$ cat src/rtl/strapI2cPkg.sv
package strapI2cPkg;

  localparam int ADDR_W  = 7;
  localparam int STRAP_W = 2;
  localparam int CNT_W   = 4;

  typedef enum logic [2:0] {
    ST_IDLE,
    ST_ADDR,
    ST_ACK_W,
    ST_ACK_R,
    ST_WRITE,
    ST_READ,
    ST_IGNORE
  } ctlState_t;

  // datapath to control: bus events and byte status
  typedef struct packed {
    logic             sclFall;
    logic             startDet;
    logic             stopDet;
    logic [CNT_W-1:0] bitCnt;
    logic [7:0]       rxByte;
    logic             addrHit;
    logic             defHit;
  } busStat_t;

  // control to datapath: one-cycle strobes
  typedef struct packed {
    logic cntClr;
    logic cntRun;
    logic oeAck;
    logic oeRel;
    logic loadTx;
    logic shiftTx;
    logic setPtr;
    logic wrReg;
    logic incPtr;
    logic latchStrap;
  } strobe_t;

endpackage

$ cat src/rtl/strapI2cData.sv
module strapI2cData
  import strapI2cPkg::*;
#(
  parameter int NUM_REGS = 4
) (
  input  logic               clk,
  input  logic               rstN,
  input  logic               sclIn,
  input  logic               sdaIn,
  input  logic [STRAP_W-1:0] strapLvl,
  input  strobe_t            strb,
  output busStat_t           stat,
  output logic               sdaOe,
  output logic [STRAP_W-1:0] devLow
);

  localparam int PTR_W  = (NUM_REGS > 1) ? $clog2(NUM_REGS) : 1;
  localparam int HIGH_W = ADDR_W - STRAP_W;

  // two-flop synchronisers plus one history stage for edge detection
  logic sclMeta, sclSync, sclPrev;
  logic sdaMeta, sdaSync, sdaPrev;

  always_ff @(posedge clk or negedge rstN) begin
    if (!rstN) begin
      sclMeta <= 1'b1;
      sclSync <= 1'b1;
      sclPrev <= 1'b1;
      sdaMeta <= 1'b1;
      sdaSync <= 1'b1;
      sdaPrev <= 1'b1;
    end else begin
      sclMeta <= sclIn;
      sclSync <= sclMeta;
      sclPrev <= sclSync;
      sdaMeta <= sdaIn;
      sdaSync <= sdaMeta;
      sdaPrev <= sdaSync;
    end
  end

  logic sclRise;
  assign sclRise = sclSync & ~sclPrev;

  // bit counter and receive shifter
  logic [CNT_W-1:0] bitCnt;
  logic [7:0]       rxByte;

  always_ff @(posedge clk or negedge rstN) begin
    if (!rstN) begin
      bitCnt <= '0;
      rxByte <= '0;
    end else if (strb.cntClr) begin
      bitCnt <= '0;
    end else if (strb.cntRun && sclRise) begin
      bitCnt <= (bitCnt == CNT_W'(8)) ? '0 : bitCnt + CNT_W'(1);
      rxByte <= {rxByte[6:0], sdaSync};
    end
  end

  // address bits loaded from the straps: pending copy, applied at START
  logic [STRAP_W-1:0] pendLow;

  always_ff @(posedge clk or negedge rstN) begin
    if (!rstN) begin
      pendLow <= '0;
      devLow  <= '0;
    end else begin
      if (strb.latchStrap) pendLow <= strapLvl;
      if (stat.startDet)   devLow  <= pendLow;
    end
  end

  // register bank with pointer
  logic [PTR_W-1:0]    regPtr;
  logic [7:0]          bank [NUM_REGS];
  logic [NUM_REGS-1:0] wrSel;

  generate
    for (genvar g = 0; g < NUM_REGS; g++) begin : gSel
      assign wrSel[g] = strb.wrReg && (regPtr == PTR_W'(g));
    end
  endgenerate

  always_ff @(posedge clk or negedge rstN) begin
    if (!rstN) begin
      for (int i = 0; i < NUM_REGS; i++) bank[i] <= '0;
    end else begin
      for (int i = 0; i < NUM_REGS; i++) begin
        if (wrSel[i]) bank[i] <= rxByte;
      end
    end
  end

  always_ff @(posedge clk or negedge rstN) begin
    if (!rstN) begin
      regPtr <= '0;
    end else if (strb.setPtr) begin
      regPtr <= rxByte[PTR_W-1:0];
    end else if (strb.incPtr) begin
      regPtr <= regPtr + PTR_W'(1);
    end
  end

  // transmit shifter and open-drain enable
  logic [7:0] txShift;
  logic [7:0] rdData;
  assign rdData = bank[regPtr];

  always_ff @(posedge clk or negedge rstN) begin
    if (!rstN) begin
      txShift <= '0;
      sdaOe   <= 1'b0;
    end else if (strb.oeRel) begin
      sdaOe <= 1'b0;
    end else if (strb.oeAck) begin
      sdaOe <= 1'b1;
    end else if (strb.loadTx) begin
      txShift <= rdData;
      sdaOe   <= ~rdData[7];
    end else if (strb.shiftTx) begin
      txShift <= {txShift[6:0], 1'b0};
      sdaOe   <= ~txShift[6];
    end
  end

  // status toward control
  always_comb begin
    stat.sclFall  = ~sclSync & sclPrev;
    stat.startDet = sclSync & sclPrev & sdaPrev & ~sdaSync;
    stat.stopDet  = sclSync & sclPrev & ~sdaPrev & sdaSync;
    stat.bitCnt   = bitCnt;
    stat.rxByte   = rxByte;
    stat.addrHit  = (rxByte[7:1] == {{HIGH_W{1'b0}}, devLow});
    stat.defHit   = (rxByte[7:1] == '0);
  end

endmodule

$ cat src/rtl/strapI2cCtrl.sv
module strapI2cCtrl
  import strapI2cPkg::*;
#(
  parameter logic [7:0] SELF_CMD = 8'hFF
) (
  input  logic     clk,
  input  logic     rstN,
  input  busStat_t stat,
  output strobe_t  strb,
  output logic     inIgnore,
  output logic     busIdle
);

  ctlState_t state, stateNxt;
  logic      firstData, firstNxt;
  logic      cmdOk, cmdOkNxt;
  logic      endOfByte, endOfAck;

  assign endOfByte = stat.sclFall && (stat.bitCnt == CNT_W'(8));
  assign endOfAck  = stat.sclFall && (stat.bitCnt == CNT_W'(0));

  always_ff @(posedge clk or negedge rstN) begin
    if (!rstN) begin
      state     <= ST_IDLE;
      firstData <= 1'b0;
      cmdOk     <= 1'b0;
    end else begin
      state     <= stateNxt;
      firstData <= firstNxt;
      cmdOk     <= cmdOkNxt;
    end
  end

  always_comb begin
    strb     = '0;
    stateNxt = state;
    firstNxt = firstData;
    cmdOkNxt = cmdOk;
    if (stat.stopDet) begin
      strb.oeRel  = 1'b1;
      strb.cntClr = 1'b1;
      stateNxt    = ST_IDLE;
    end else if (stat.startDet) begin
      strb.oeRel  = 1'b1;
      strb.cntClr = 1'b1;
      stateNxt    = ST_ADDR;
    end else begin
      case (state)
        ST_ADDR: begin
          strb.cntRun = 1'b1;
          if (endOfByte) begin
            if (stat.addrHit) begin
              strb.oeAck = 1'b1;
              firstNxt   = 1'b1;
              cmdOkNxt   = stat.defHit && !stat.rxByte[0];
              stateNxt   = stat.rxByte[0] ? ST_ACK_R : ST_ACK_W;
            end else begin
              stateNxt = ST_IGNORE;
            end
          end
        end
        ST_ACK_W: begin
          strb.cntRun = 1'b1;
          if (endOfAck) begin
            strb.oeRel = 1'b1;
            stateNxt   = ST_WRITE;
          end
        end
        ST_ACK_R: begin
          strb.cntRun = 1'b1;
          if (endOfAck) begin
            strb.loadTx = 1'b1;
            strb.incPtr = 1'b1;
            stateNxt    = ST_READ;
          end
        end
        ST_WRITE: begin
          strb.cntRun = 1'b1;
          if (endOfByte) begin
            strb.oeAck = 1'b1;
            firstNxt   = 1'b0;
            if (firstData) begin
              if (cmdOk && stat.rxByte == SELF_CMD) strb.latchStrap = 1'b1;
              else                                  strb.setPtr     = 1'b1;
            end else begin
              strb.wrReg  = 1'b1;
              strb.incPtr = 1'b1;
            end
          end else if (endOfAck) begin
            strb.oeRel = 1'b1;
          end
        end
        ST_READ: begin
          strb.cntRun = 1'b1;
          if (stat.sclFall) begin
            if (stat.bitCnt == CNT_W'(8)) begin
              strb.oeRel = 1'b1;
            end else if (stat.bitCnt == CNT_W'(0)) begin
              // bit 0 of the shifter now holds the master's acknowledge
              if (!stat.rxByte[0]) begin
                strb.loadTx = 1'b1;
                strb.incPtr = 1'b1;
              end else begin
                stateNxt = ST_IGNORE;
              end
            end else begin
              strb.shiftTx = 1'b1;
            end
          end
        end
        default: ;
      endcase
    end
  end

  assign inIgnore = (state == ST_IGNORE);
  assign busIdle  = (state == ST_IDLE);

endmodule

$ cat src/rtl/strapI2cSlave.sv
module strapI2cSlave
  import strapI2cPkg::*;
#(
  parameter int         NUM_REGS = 4,
  parameter logic [7:0] SELF_CMD = 8'hFF
) (
  input  logic               clk,
  input  logic               rstN,
  input  logic               sclIn,
  input  logic               sdaIn,
  input  logic [STRAP_W-1:0] strapLvl,
  output logic               sdaOe
);

  busStat_t           stat;
  strobe_t            strb;
  logic               inIgnore;
  logic               busIdle;
  logic [STRAP_W-1:0] devLow;
  logic               startSeen;

  assign startSeen = stat.startDet;

  strapI2cData #(.NUM_REGS(NUM_REGS)) i_data (
    .clk      (clk),
    .rstN     (rstN),
    .sclIn    (sclIn),
    .sdaIn    (sdaIn),
    .strapLvl (strapLvl),
    .strb     (strb),
    .stat     (stat),
    .sdaOe    (sdaOe),
    .devLow   (devLow)
  );

  strapI2cCtrl #(.SELF_CMD(SELF_CMD)) i_ctrl (
    .clk      (clk),
    .rstN     (rstN),
    .stat     (stat),
    .strb     (strb),
    .inIgnore (inIgnore),
    .busIdle  (busIdle)
  );

endmodule

$ cat config.mk
export PLATFORM = sky130hd
export DESIGN_NAME = strapI2cSlave
export DESIGN_NICKNAME = d
export VERILOG_FILES = /design/src/rtl/strapI2cPkg.sv /design/src/rtl/strapI2cData.sv /design/src/rtl/strapI2cCtrl.sv /design/src/rtl/strapI2cSlave.sv
export SDC_FILE = /design/constraint.sdc
export NUM_CORES = 1
export LEC_CHECK = 0
export ABC_AREA = 1
export BUFFER_PORTS_ARGS = -buffer_cell sky130_fd_sc_hd__buf_2
export CORE_AREA = 2 2 58 101
export DETAILED_ROUTE_END_ITERATION = 6
export DIE_AREA = 0 0 60 103
export PLACE_DENSITY = 0.86
export SLEW_MARGIN = 10
export SYNTH_ARGS = -nofsm -noshare
export SYNTH_HDL_FRONTEND = slang
export SYNTH_SLANG_ARGS = --single-unit
$ cat constraint.sdc
create_clock -name clk -period 4 [get_ports clk]
set_input_delay 0.2 -clock clk [delete_from_list [all_inputs] [get_ports clk]]
set_output_delay 0.2 -clock clk [all_outputs]
set_load 0.02 [all_outputs]
==> impl_metrics.json, run 1 <==
{
  "syn_avg_cell_area_sq_um": 8.38,
  "cts_root_buffer": "clkbuf_8",
  "setup_viol": 0,
  "peakVddDrop_mv": 0.409,
  "nNetsFinal": 424,
  "p_comb_share_pct": 29.6,
  "yosys-top-cells-count": "116 x nand2_1, 63 x dfrtp_1, 32 x nor2_1",
  "wl_per_cell_um": 14.7,
  "grt_overflow": 0,
  "max_stage_delay_ns": 0.40,
  "fmax_mhz": 498,
  "switching_share_pct": 38.1,
  "crit_buf_inv": 1,
  "worstSetupPathType": "reg2reg",
  "crit_chain": "inv_1, ha_1, nand2_1, nor2_1, nand2_1, a21oi_2, o21ai_0, a21oi_1, nand2_1",
  "ys_types": 31,
  "synth.most_common_cell": "nand2_1",
  "grt_pass1_vias": 2648,
  "place_inst": 475,
  "fill_cells": 469,
  "drt-pass1-iter-count": 4,
  "grt_max_degree": 44,
  "drive_gt1_share_pct": 11.5,
  "final-hold-violation-count": 0,
  "diodes": 0,
  "cp.required_ns": 4.24,
  "leakagePower_nw": 1.69,
  "vias_per_cell": 5.54,
  "vias": 2729,
  "tightest_slew_ns": 0.964,
  "initial_core_util_pct": 62.0,
  "cts_buffer_depth": 2,
  "fin_worst_skew_ns": 0.00469,
  "yosysWarnings": 0,
  "multi_input_area_sq_mm": 0.00143,
  "die_height_um": 103,
  "outcome": "complete, no violations",
  "finalWeightedCongestion": 0.895,
  "grt_pass1_wl_um": 12200,
  "drv_cap": 0,
  "rsz0062_at_grt": "no",
  "rows": 36,
  "yosysTopAreaCell": "dfrtp_1",
  "dieArea_sq_mm": 0.00618,
  "crit_top_cell": "nand2_1",
  "syn_to_final_growth_pct": 7.11,
  "clk_latency_ns": 0.35,
  "hpwl_um": 5100,
  "arrival_ns": 2.25,
  "p_int_mw": 1.25,
  "ys_seq_elements": 69,
  "drc": 0,
  "ys_async_sr_fraction_pct": 100,
  "core-area_sq_mm": 0.00545,
  "grt_use_total_pct": 27.2,
  "switchingPower_mw": 0.769,
  "dr.first_iter.drc_count": 163,
  "cts_tree": "built",
  "cts_made_buffers": 9,
  "die_w_um": 60,
  "utilization_pct": 66.4,
  "fin_setup_tns_ns": 0,
  "syn-cell-area_sq_mm": 0.00338,
  "cts.clk_slew.worst_paths_ns": 0.07,
  "final_cells": 493,
  "power_density_mw_per_mm2": 558,
  "synth_top_flop_cell": "dfrtp_1",
  "num_io_pins": 7,
  "seq_area_sq_mm": 0.00173,
  "syn_nets": 415,
  "p_total_mw": 2.02,
  "crit_path_top_delay_cell": "dfrtp_1",
  "slew_viol_final": 0,
  "clock_sinks": 69,
  "layout_min_cycle_time_ns": 2.01,
  "yosysTopAreaCellShare_pct": 46.7,
  "postRouteAntennaNets": 0,
  "synth_edf_count": 0,
  "startpoint_type": "flop",
  "yosys-top-cells-area": "dfrtp_1 47%, nand2_1 13%, dfstp_2 4.7%",
  "io_buffers": 6,
  "path_delay_family": "compound AO/OA/AOI/OAI gates",
  "critPathMaxFanout": 9,
  "synthCells": 403,
  "synth-seq-area-share_pct": 51.4,
  "fin_ws_ns": 1.99,
  "wirelength_um": 7250,
  "max_slew_margin_pct": 35.7,
  "h-tree-depth": 3,
  "clock_power_share_pct": 24.9,
  "p_seq_share_pct": 45.5,
  "period_share_pct": 50.2,
  "critPathCaptureType": "flop",
  "antenna_found_initial": 0,
  "hp-class": "in2async",
  "pre_cts_ws_ns": 2.04
}
==> sequential cells by signal, summed over array words and instances (netlist names) <==
signal / count
i_data.sdaMeta: 1
i_ctrl.firstData: 1
i_data.rxByte: 8
i_data.sclMeta: 1
i_data.sdaSync: 1
i_data.bitCnt: 4
i_data.sdaPrev: 1
i_ctrl.cmdOk: 1
i_data.sclPrev: 1
i_ctrl.state: 3
i_data.regPtr: 2
i_data.sclSync: 1
i_data.bank: 32
i_data.devLow: 2
i_data.sdaOe: 1
i_data.txShift: 7
i_data.pendLow: 2
==> what timing repair did <==
action / in CTS / in global routing
resized for setup: 0 / 0
setup buffers: 0 / 0
endpoints found under the hold margin: 2 / 0
hold buffers: 2 / 0
==> worst register-to-register path, stage by stage, from the launching register on <==
cell	delay [ns]
dfrtp_1	0.40
inv_1	0.09
ha_1	0.23
nand2_1	0.10
nor2_1	0.13
nand2_1	0.12
a21oi_2	0.37
o21ai_0	0.22
a21oi_1	0.17
nand2_1	0.07
==> stage by stage <==
| stage | hold WS, ns | cell area [sq um] |
|---|---|---|
| after global routing | 0.0804 | 3620 |
| after detailed placement | 0.306 | 3430 |
| final | 0.00384 | 3620 |
| after CTS | 0.0190 | 3620 |
| after floorplan | -0.0956 | 3380 |
| after global placement | 0.305 | 3430 |
==> metal layers <==
layer	share of wire, %	wire, um	GRT usage, %
met1	40	2890	32.1
met2	53	3860	44.6
met3	2.9	210	7.15
met4	4.0	293	13.7
met5	0	0	0
==> layout by cell type (no fill, tap or decap), types with 2 or more instances in the layout <==
cell type and instances:
nand2_4 4, buf_4 2, a31oi_1 6, dlygate4sd3_1 2, nand4_1 8, nand2_2 3, dfrtp_1 63, inv_2 3
nor2_1 32, xnor2_1 2, a21oi_1 17, clkbuf_8 11, nand3_1 21, o22ai_1 2, clkinv_1 2, buf_2 6
inv_1 28, o21ai_2 8, o21ai_0 26, nor3_1 6, clkbuf_1 4, nand2_1 116, ha_1 6, xor2_1 2
dfstp_2 6, o21ai_1 24
==> power groups by stage <==
stage	Sequential [mW]	Clock [mW]	Combinational, mW
final	0.918	0.502	0.598
after global routing	0.934	0.543	0.683
after CTS	0.917	0.511	0.596
after detailed placement	0.928	0	0.587
after global placement	0.921	0	0.576
after floorplan	0.884	0	0.478
==> area by class of cell <==
cell class / instances / share of cell area (%)
Sequential cell: 69 / 47.9
Multi-Input combinational cell: 289 / 39.5
Clock buffer: 15 / 4.60
Inverter: 33 / 3.42
Tap cell: 76 / 2.63
Timing Repair Buffer: 10 / 1.80
Clock inverter: 1 / 0.138
==> cells by family after synthesis <==
family	after synthesis	synth area share, %
xor gates and xnor gates	4	1.04
DFF	69	51.4
buffers and inverters	45	6.37
AOI/OAI and AO/OA	86	14.2
adders and majority gates	6	2.22
and+or+nand+nor	193	24.8
==> final timing paths <==
path | start | end | slack (ns) | depth (start not counted)
worst max-delay path | i_data.bitCnt[0] | i_data.sdaOe | 1.99 | 9
worst min-delay path | rstN | i_ctrl.state[0] | 0.004 | 1
worst max register to register | i_data.bitCnt[0] | i_data.sdaOe | 1.99 | 9
worst min register to register | i_data.sdaMeta | i_data.sdaSync | 0.35 | 0
max in group asynchronous | rstN | i_data.bank[28] | 3.08 | 2
min in group clk | strapLvl[0] | i_data.pendLow[0] | 0.11 | 3
Note: power is estimated with default switching activity, not from simulation.
==> run 2, diff against run 1 <==
- CORE_AREA: 2 2 58 101 -> 2 2 62 108
- DIE_AREA: 0 0 60 103 -> 0 0 64 110
- PLACE_DENSITY: 0.86 -> 0.8
- clock period: 4 -> 1.7 ns (I/O delays scaled with it)
==> run 2 against run 1 <==
Compared with the run above:
- the flow now finishes with violations (setup timing)
- register-to-register slack worse by 2.0 ns
- clock power rose to 2.6 times the previous value
- setup slack worse by 2.0 ns
- routed wire length up 4.4%
- cell area up 11%
- sequential share of layout area down 4.6 points
- combinational power rose to 2.9 times the previous value
- critical path type unchanged
==> impl_metrics.json, run 2 (synthesized netlist as in run 1, its figures left out) <==
{
  "outcome": "finished with violations",
  "violations": "setup timing",
  "critPathMaxFanout": 16,
  "r2r_cells": 10,
  "r2r-end": "i_data.bank[26]",
  "hpwl_um": 5010,
  "arrival_ns": 1.93,
  "dieArea_sq_mm": 0.00704,
  "final_common_cell": "nand2_1",
  "antenna_found_initial": 0,
  "postRouteAntennaNets": 0,
  "cp-startpoint": "i_data.bitCnt[0]",
  "fin_ws_ns": -0.00375,
  "power_density_mw_per_mm2": 1290,
  "grt_max_degree": 70,
  "worstSetupPathType": "reg2reg",
  "clock_sinks": 69,
  "final-hold-violation-count": 0,
  "cp.required_ns": 1.92,
  "grt_overflow": 0,
  "h-tree-depth": 3,
  "leakagePower_nw": 1.81,
  "r2r-start": "i_data.bitCnt[0]",
  "vias_per_cell": 5.51,
  "grt_pass1_wl_um": 12600,
  "die_height_um": 110,
  "top_register": "i_data.bank",
  "layout_min_cycle_time_ns": 1.70,
  "num_io_pins": 7,
  "grt_use_total_pct": 23.7,
  "diodes": 0,
  "startpoint_type": "flop",
  "period_share_pct": 100,
  "initial_core_util_pct": 55.1,
  "drive_gt1_share_pct": 20.7,
  "drv_cap": 0,
  "rows": 38,
  "cts_tree": "built",
  "hp-class": "in2async",
  "cts_made_buffers": 9,
  "place_inst": 493,
  "fin_worst_skew_ns": 0.0122,
  "syn_to_final_growth_pct": 18.4,
  "final_cell_mix": "102 x nand2_1, 63 x dfrtp_1, 29 x nor2_1",
  "max_slew_margin_pct": 66.9,
  "fin_setup_tns_ns": -0.00375,
  "io_buffers": 6,
  "dr.first_iter.drc_count": 203,
  "fmax_mhz": 587,
  "wl_per_cell_um": 14.6,
  "critPathCaptureType": "flop",
  "final_cells": 519,
  "grt_pass1_vias": 2736,
  "fill_cells": 484,
  "nNetsFinal": 446,
  "tightest_slew_ns": 0.495,
  "largest_register_ffs": 32,
  "rsz0062_at_grt": "yes",
  "peakVddDrop_mv": 0.892,
  "holdWs_ns": 0.280,
  "core-area_sq_mm": 0.00613,
  "vias": 2861,
  "drc": 0,
  "wirelength_um": 7570,
  "finalWeightedCongestion": 0.857,
  "pre_cts_ws_ns": -0.0391,
  "cts_root_buffer": "clkbuf_8",
  "slew_viol_final": 0,
  "die_w_um": 64,
  "rrSetupSlack_ns": -0.004,
  "setup_viol": 1,
  "cts.clk_slew.worst_paths_ns": 0.07,
  "top_regs": "i_data.bank x32, i_data.rxByte x8, i_data.txShift x7",
  "cts_buffer_depth": 2,
  "crit_end": "i_data.bank[26]",
  "clk_latency_ns": 0.35,
  "drt-pass1-iter-count": 5
}
[run 2: final cells by class]
type,instances,area (sq um),share of cell area [%]
Inverter,33,124,3.10
Multi-Input combinational cell,290,1580,39.5
Clock inverter,2,35.0,0.876
Clock buffer,14,153,3.82
Tap cell,80,100,2.50
Timing Repair Buffer,31,272,6.79
Sequential cell,69,1730,43.4
[run 2: layer usage]
| metal | GRT usage (%) | up-vias | share of wire [%] |
|---|---|---|---|
| li1 | - | 1387 | - |
| met1 | 27.1 | 1394 | 40 |
| met2 | 40.3 | 61 | 53 |
| met3 | 4.06 | 19 | 3.2 |
| met4 | 16.3 | 0 | 4.0 |
| met5 | 0 | - | 0 |
[run 2: metrics by stage]
step / power (mW) / utilization [%] / area, sq um
floorplan: 3.24 / - / 3390
global placement: 3.68 / 58.5 / 3590
detailed placement: 3.73 / 58.5 / 3590
CTS: 5.07 / 62.6 / 3840
global route: 5.49 / 65.2 / 4000
finish: 5.17 / 65.2 / 4000
[run 2: worst min path at each step]
stage / startpoint / end / depth (start not counted) / slack (ns)
3_5_place_dp: rstN / i_ctrl.state[0] / 2 / 0.13
4_1_cts: rstN / i_ctrl.state[0] / 3 / 0.29
6_report: rstN / i_data.pendLow[0] / 3 / 0.28
5_1_grt: rstN / i_ctrl.state[0] / 3 / 0.33
2_1_floorplan: rstN / i_ctrl.cmdOk / 0 / -0.21
3_3_place_gp: rstN / i_data.rxByte[0] / 2 / 0.13
[run 2: where the power goes]
part / internal (mW) / total (mW) / leakage (nW) / switching, mW
combinational: 0.619 / 1.73 / 0.801 / 1.11
sequential: 1.90 / 2.13 / 0.916 / 0.235
clock: 0.718 / 1.31 / 0.0947 / 0.593
[run 2: repair_timing]
item / in CTS / in global routing
hold endpoints to repair: 67 / 0
pin swaps: 1 / 3
buffers inserted: 0 / 4
hold buffers: 5 / 0
setup endpoints to repair: 28 / 46
resized for setup: 3 / 32
gates cloned: 0 / 1
[run 2: critical path: stages, from the launching register on]
cell and delay, ns:
dfrtp_1 0.41, inv_2 0.09, ha_4 0.15, nand2_4 0.05, nor2_4 0.11, nand2_4 0.09, nor3_4 0.20, buf_12 0.19
nand2_8 0.11, nand2_1 0.09, o21ai_1 0.07
==> run 3, diff against run 2 <==
- ABC_AREA: 1 -> default
- PLACE_DENSITY: 0.8 -> 0.79
==> run 3 against run 2 <==
Compared with the run above:
- count of clock-buffer cells in the layout stayed put
- critical path depth down 5
- global-route usage rose by 1.7 points
- critical endpoint is now i_data.regPtr[1]
- critical path type unchanged
- final cell count is 18% lower
- the flow still finishes with violations (setup timing)
- synthesized area down 0.78%
- power increased by 9.9%
- utilization is 9.5 points higher
- cell area is 15% higher
- via count is 12% lower
- register-to-register slack got worse by 0.31 ns
- clock power shrank 11%
- non-clock buffer count is 40 higher
==> impl_metrics.json, run 3 <==
{
  "initial_core_util_pct": 54.6,
  "vias": 2524,
  "nNetsFinal": 351,
  "layout_min_cycle_time_ns": 2.01,
  "syn-cell-area_sq_mm": 0.00335,
  "critPathMaxFanout": 3,
  "leakagePower_nw": 2.14,
  "cts_buffer_depth": 2,
  "synth.most_common_cell": "dfrtp_1",
  "syn_avg_cell_area_sq_um": 12.4,
  "synth_edf_count": 0,
  "violations": "setup timing",
  "h-tree-depth": 3,
  "final_cell_mix": "63 x dfrtp_1, 40 x buf_4, 36 x mux2_2",
  "tightest_slew_ns": 0.455,
  "rsz0062_at_grt": "yes",
  "top_register": "i_data.bank",
  "yosysTopAreaCellShare_pct": 47.1,
  "clk_latency_ns": 0.36,
  "synth_top_flop_cell": "dfrtp_1",
  "fill_cells": 349,
  "rows": 38,
  "ys_types": 43,
  "hp-class": "in2async",
  "yosys-top-cells-area": "dfrtp_1 47%, mux2_2 16%, mux4_2 5.4%",
  "num_io_pins": 7,
  "period_share_pct": 118,
  "yosysTopAreaCell": "dfrtp_1",
  "drt-pass1-iter-count": 5,
  "wl_per_cell_um": 20.9,
  "cts_made_buffers": 9,
  "outcome": "finished with violations",
  "die_height_um": 110,
  "arrival_ns": 2.25,
  "io_buffers": 6,
  "vias_per_cell": 5.95,
  "drv_cap": 0,
  "grt_overflow": 0,
  "grt_max_degree": 70,
  "cts.clk_slew.worst_paths_ns": 0.07,
  "largest_register_ffs": 32,
  "diodes": 0,
  "core-area_sq_mm": 0.00613,
  "slew_viol_final": 0,
  "holdWs_ns": 0.261,
  "synth-seq-area-share_pct": 51.8,
  "peakVddDrop_mv": 0.713,
  "grt_use_total_pct": 25.4,
  "ys_seq_elements": 69,
  "synthCells": 270,
  "setup_viol": 57,
  "final_common_cell": "dfrtp_1",
  "grt_pass1_wl_um": 13000,
  "dieArea_sq_mm": 0.00704,
  "yosysWarnings": 0,
  "top_regs": "i_data.bank x32, i_data.rxByte x8, i_data.txShift x7",
  "die_w_um": 64,
  "grt_pass1_vias": 2589,
  "hpwl_um": 4870,
  "antenna_found_initial": 0,
  "finalWeightedCongestion": 0.898,
  "syn_to_final_growth_pct": 36.8,
  "drc": 0,
  "power_density_mw_per_mm2": 1240,
  "p_total_mw": 5.68,
  "critPathCaptureType": "flop",
  "worstSetupPathType": "reg2reg",
  "dr.first_iter.drc_count": 218,
  "max_slew_margin_pct": 69.3,
  "drive_gt1_share_pct": 53.8,
  "yosys-top-cells-count": "63 x dfrtp_1, 48 x mux2_2, 20 x nor2_1",
  "fin_worst_skew_ns": 0.0131,
  "cts_root_buffer": "clkbuf_8",
  "startpoint_type": "flop",
  "cts_tree": "built",
  "utilization_pct": 74.7,
  "final-hold-violation-count": 0,
  "ys_async_sr_fraction_pct": 100,
  "wirelength_um": 8840,
  "fin_ws_ns": -0.311,
  "clock_sinks": 69,
  "postRouteAntennaNets": 0,
  "fmax_mhz": 497,
  "cp.required_ns": 1.94,
  "syn_nets": 282
}
==> run 3: changes by cell type after synthesis, moves of 12 or more <==
| cell | change |
|---|---|
| o21ai_0 | -22 |
| mux2_2 | +48 |
| inv_1 | -17 |
| nor2_1 | -12 |
| o21ai_1 | -24 |
| nand3_1 | -14 |
| nand2_1 | -104 |
==> run 3: worst max-delay path, cell delays in order (launching register included) <==
cell	delay, ns
dfrtp_1	0.41
or3b_1	0.37
a2111o_1	0.43
nor2b_4	0.14
mux2_4	0.28
mux2_2	0.26
==> run 3: path summary, 6_finish.rpt <==
check | start | endpoint | slack [ns] | depth (start not counted)
max | i_ctrl.state[2] | i_data.regPtr[1] | -0.31 | 5
min | rstN | i_data.bank[4] | 0.26 | 3
max reg2reg | i_ctrl.state[2] | i_data.regPtr[1] | -0.31 | 5
min reg2reg | i_data.sdaMeta | i_data.sdaSync | 0.34 | 0
max in group asynchronous | rstN | i_data.sdaMeta | 1.08 | 3
min in group clk | i_data.sdaMeta | i_data.sdaSync | 0.34 | 0
==> run 3: layout make-up <==
class                           instances  area [sq um]  share of cell area [%]
Multi-Input combinational cell        177          1850                    40.4
Sequential cell                        69          1730                    37.8
Timing Repair Buffer                   71           693                    15.1
Clock buffer                           14           153                    3.33
Tap cell                               80           100                    2.18
Inverter                               11          41.3                   0.901
Clock inverter                          2          10.0                   0.218
==> run 3: per-layer routing <==
layer	wire (um)	vias up	share of wire, %	global-route usage (%)
met1	3350	1277	38	27.9
met4	568	0	6.4	21.6
met3	258	47	2.9	4.37
met5	0	-	0	0
li1	-	1106	-	-
met2	4660	94	53	42.2
==> run 3: logic make-up after synthesis <==
family,count (synthesis),synth area share [%]
AOI/OAI and AO/OA,30,5.75
xor gates and xnor gates,5,1.31
adders and majority gates,6,2.24
buffers and inverters,24,2.91
DFF,69,51.8
muxes,67,24.8
and+or+nand+nor,69,11.2
==> run 3: power breakdown <==
part	switching, mW	internal (mW)
Clock	0.598	0.567
Combinational	1.21	1.26
Sequential	0.207	1.84
Total	2.01	3.67
==> run 3: per-stage QoR <==
step,std cells,instance area [sq um],TNS [ns],setup WS [ns]
final,424,4580,-10.98,-0.311
after global placement,382,3800,-8.89,-0.266
after CTS,411,4310,-5.77,-0.232
after global routing,424,4580,-13.37,-0.351
after detailed placement,382,3800,-9.36,-0.305
after floorplan,270,3400,-6.06,-0.390
==> run 3: what timing repair did <==
item                                    CTS  global route
hold buffers                              5             0
endpoints found under the setup margin   51            59
hold endpoints to repair                 67             0
pin swaps                                 8            11
buffers inserted                          8            14
gates cloned                              2             0
gates resized for setup                  45            43
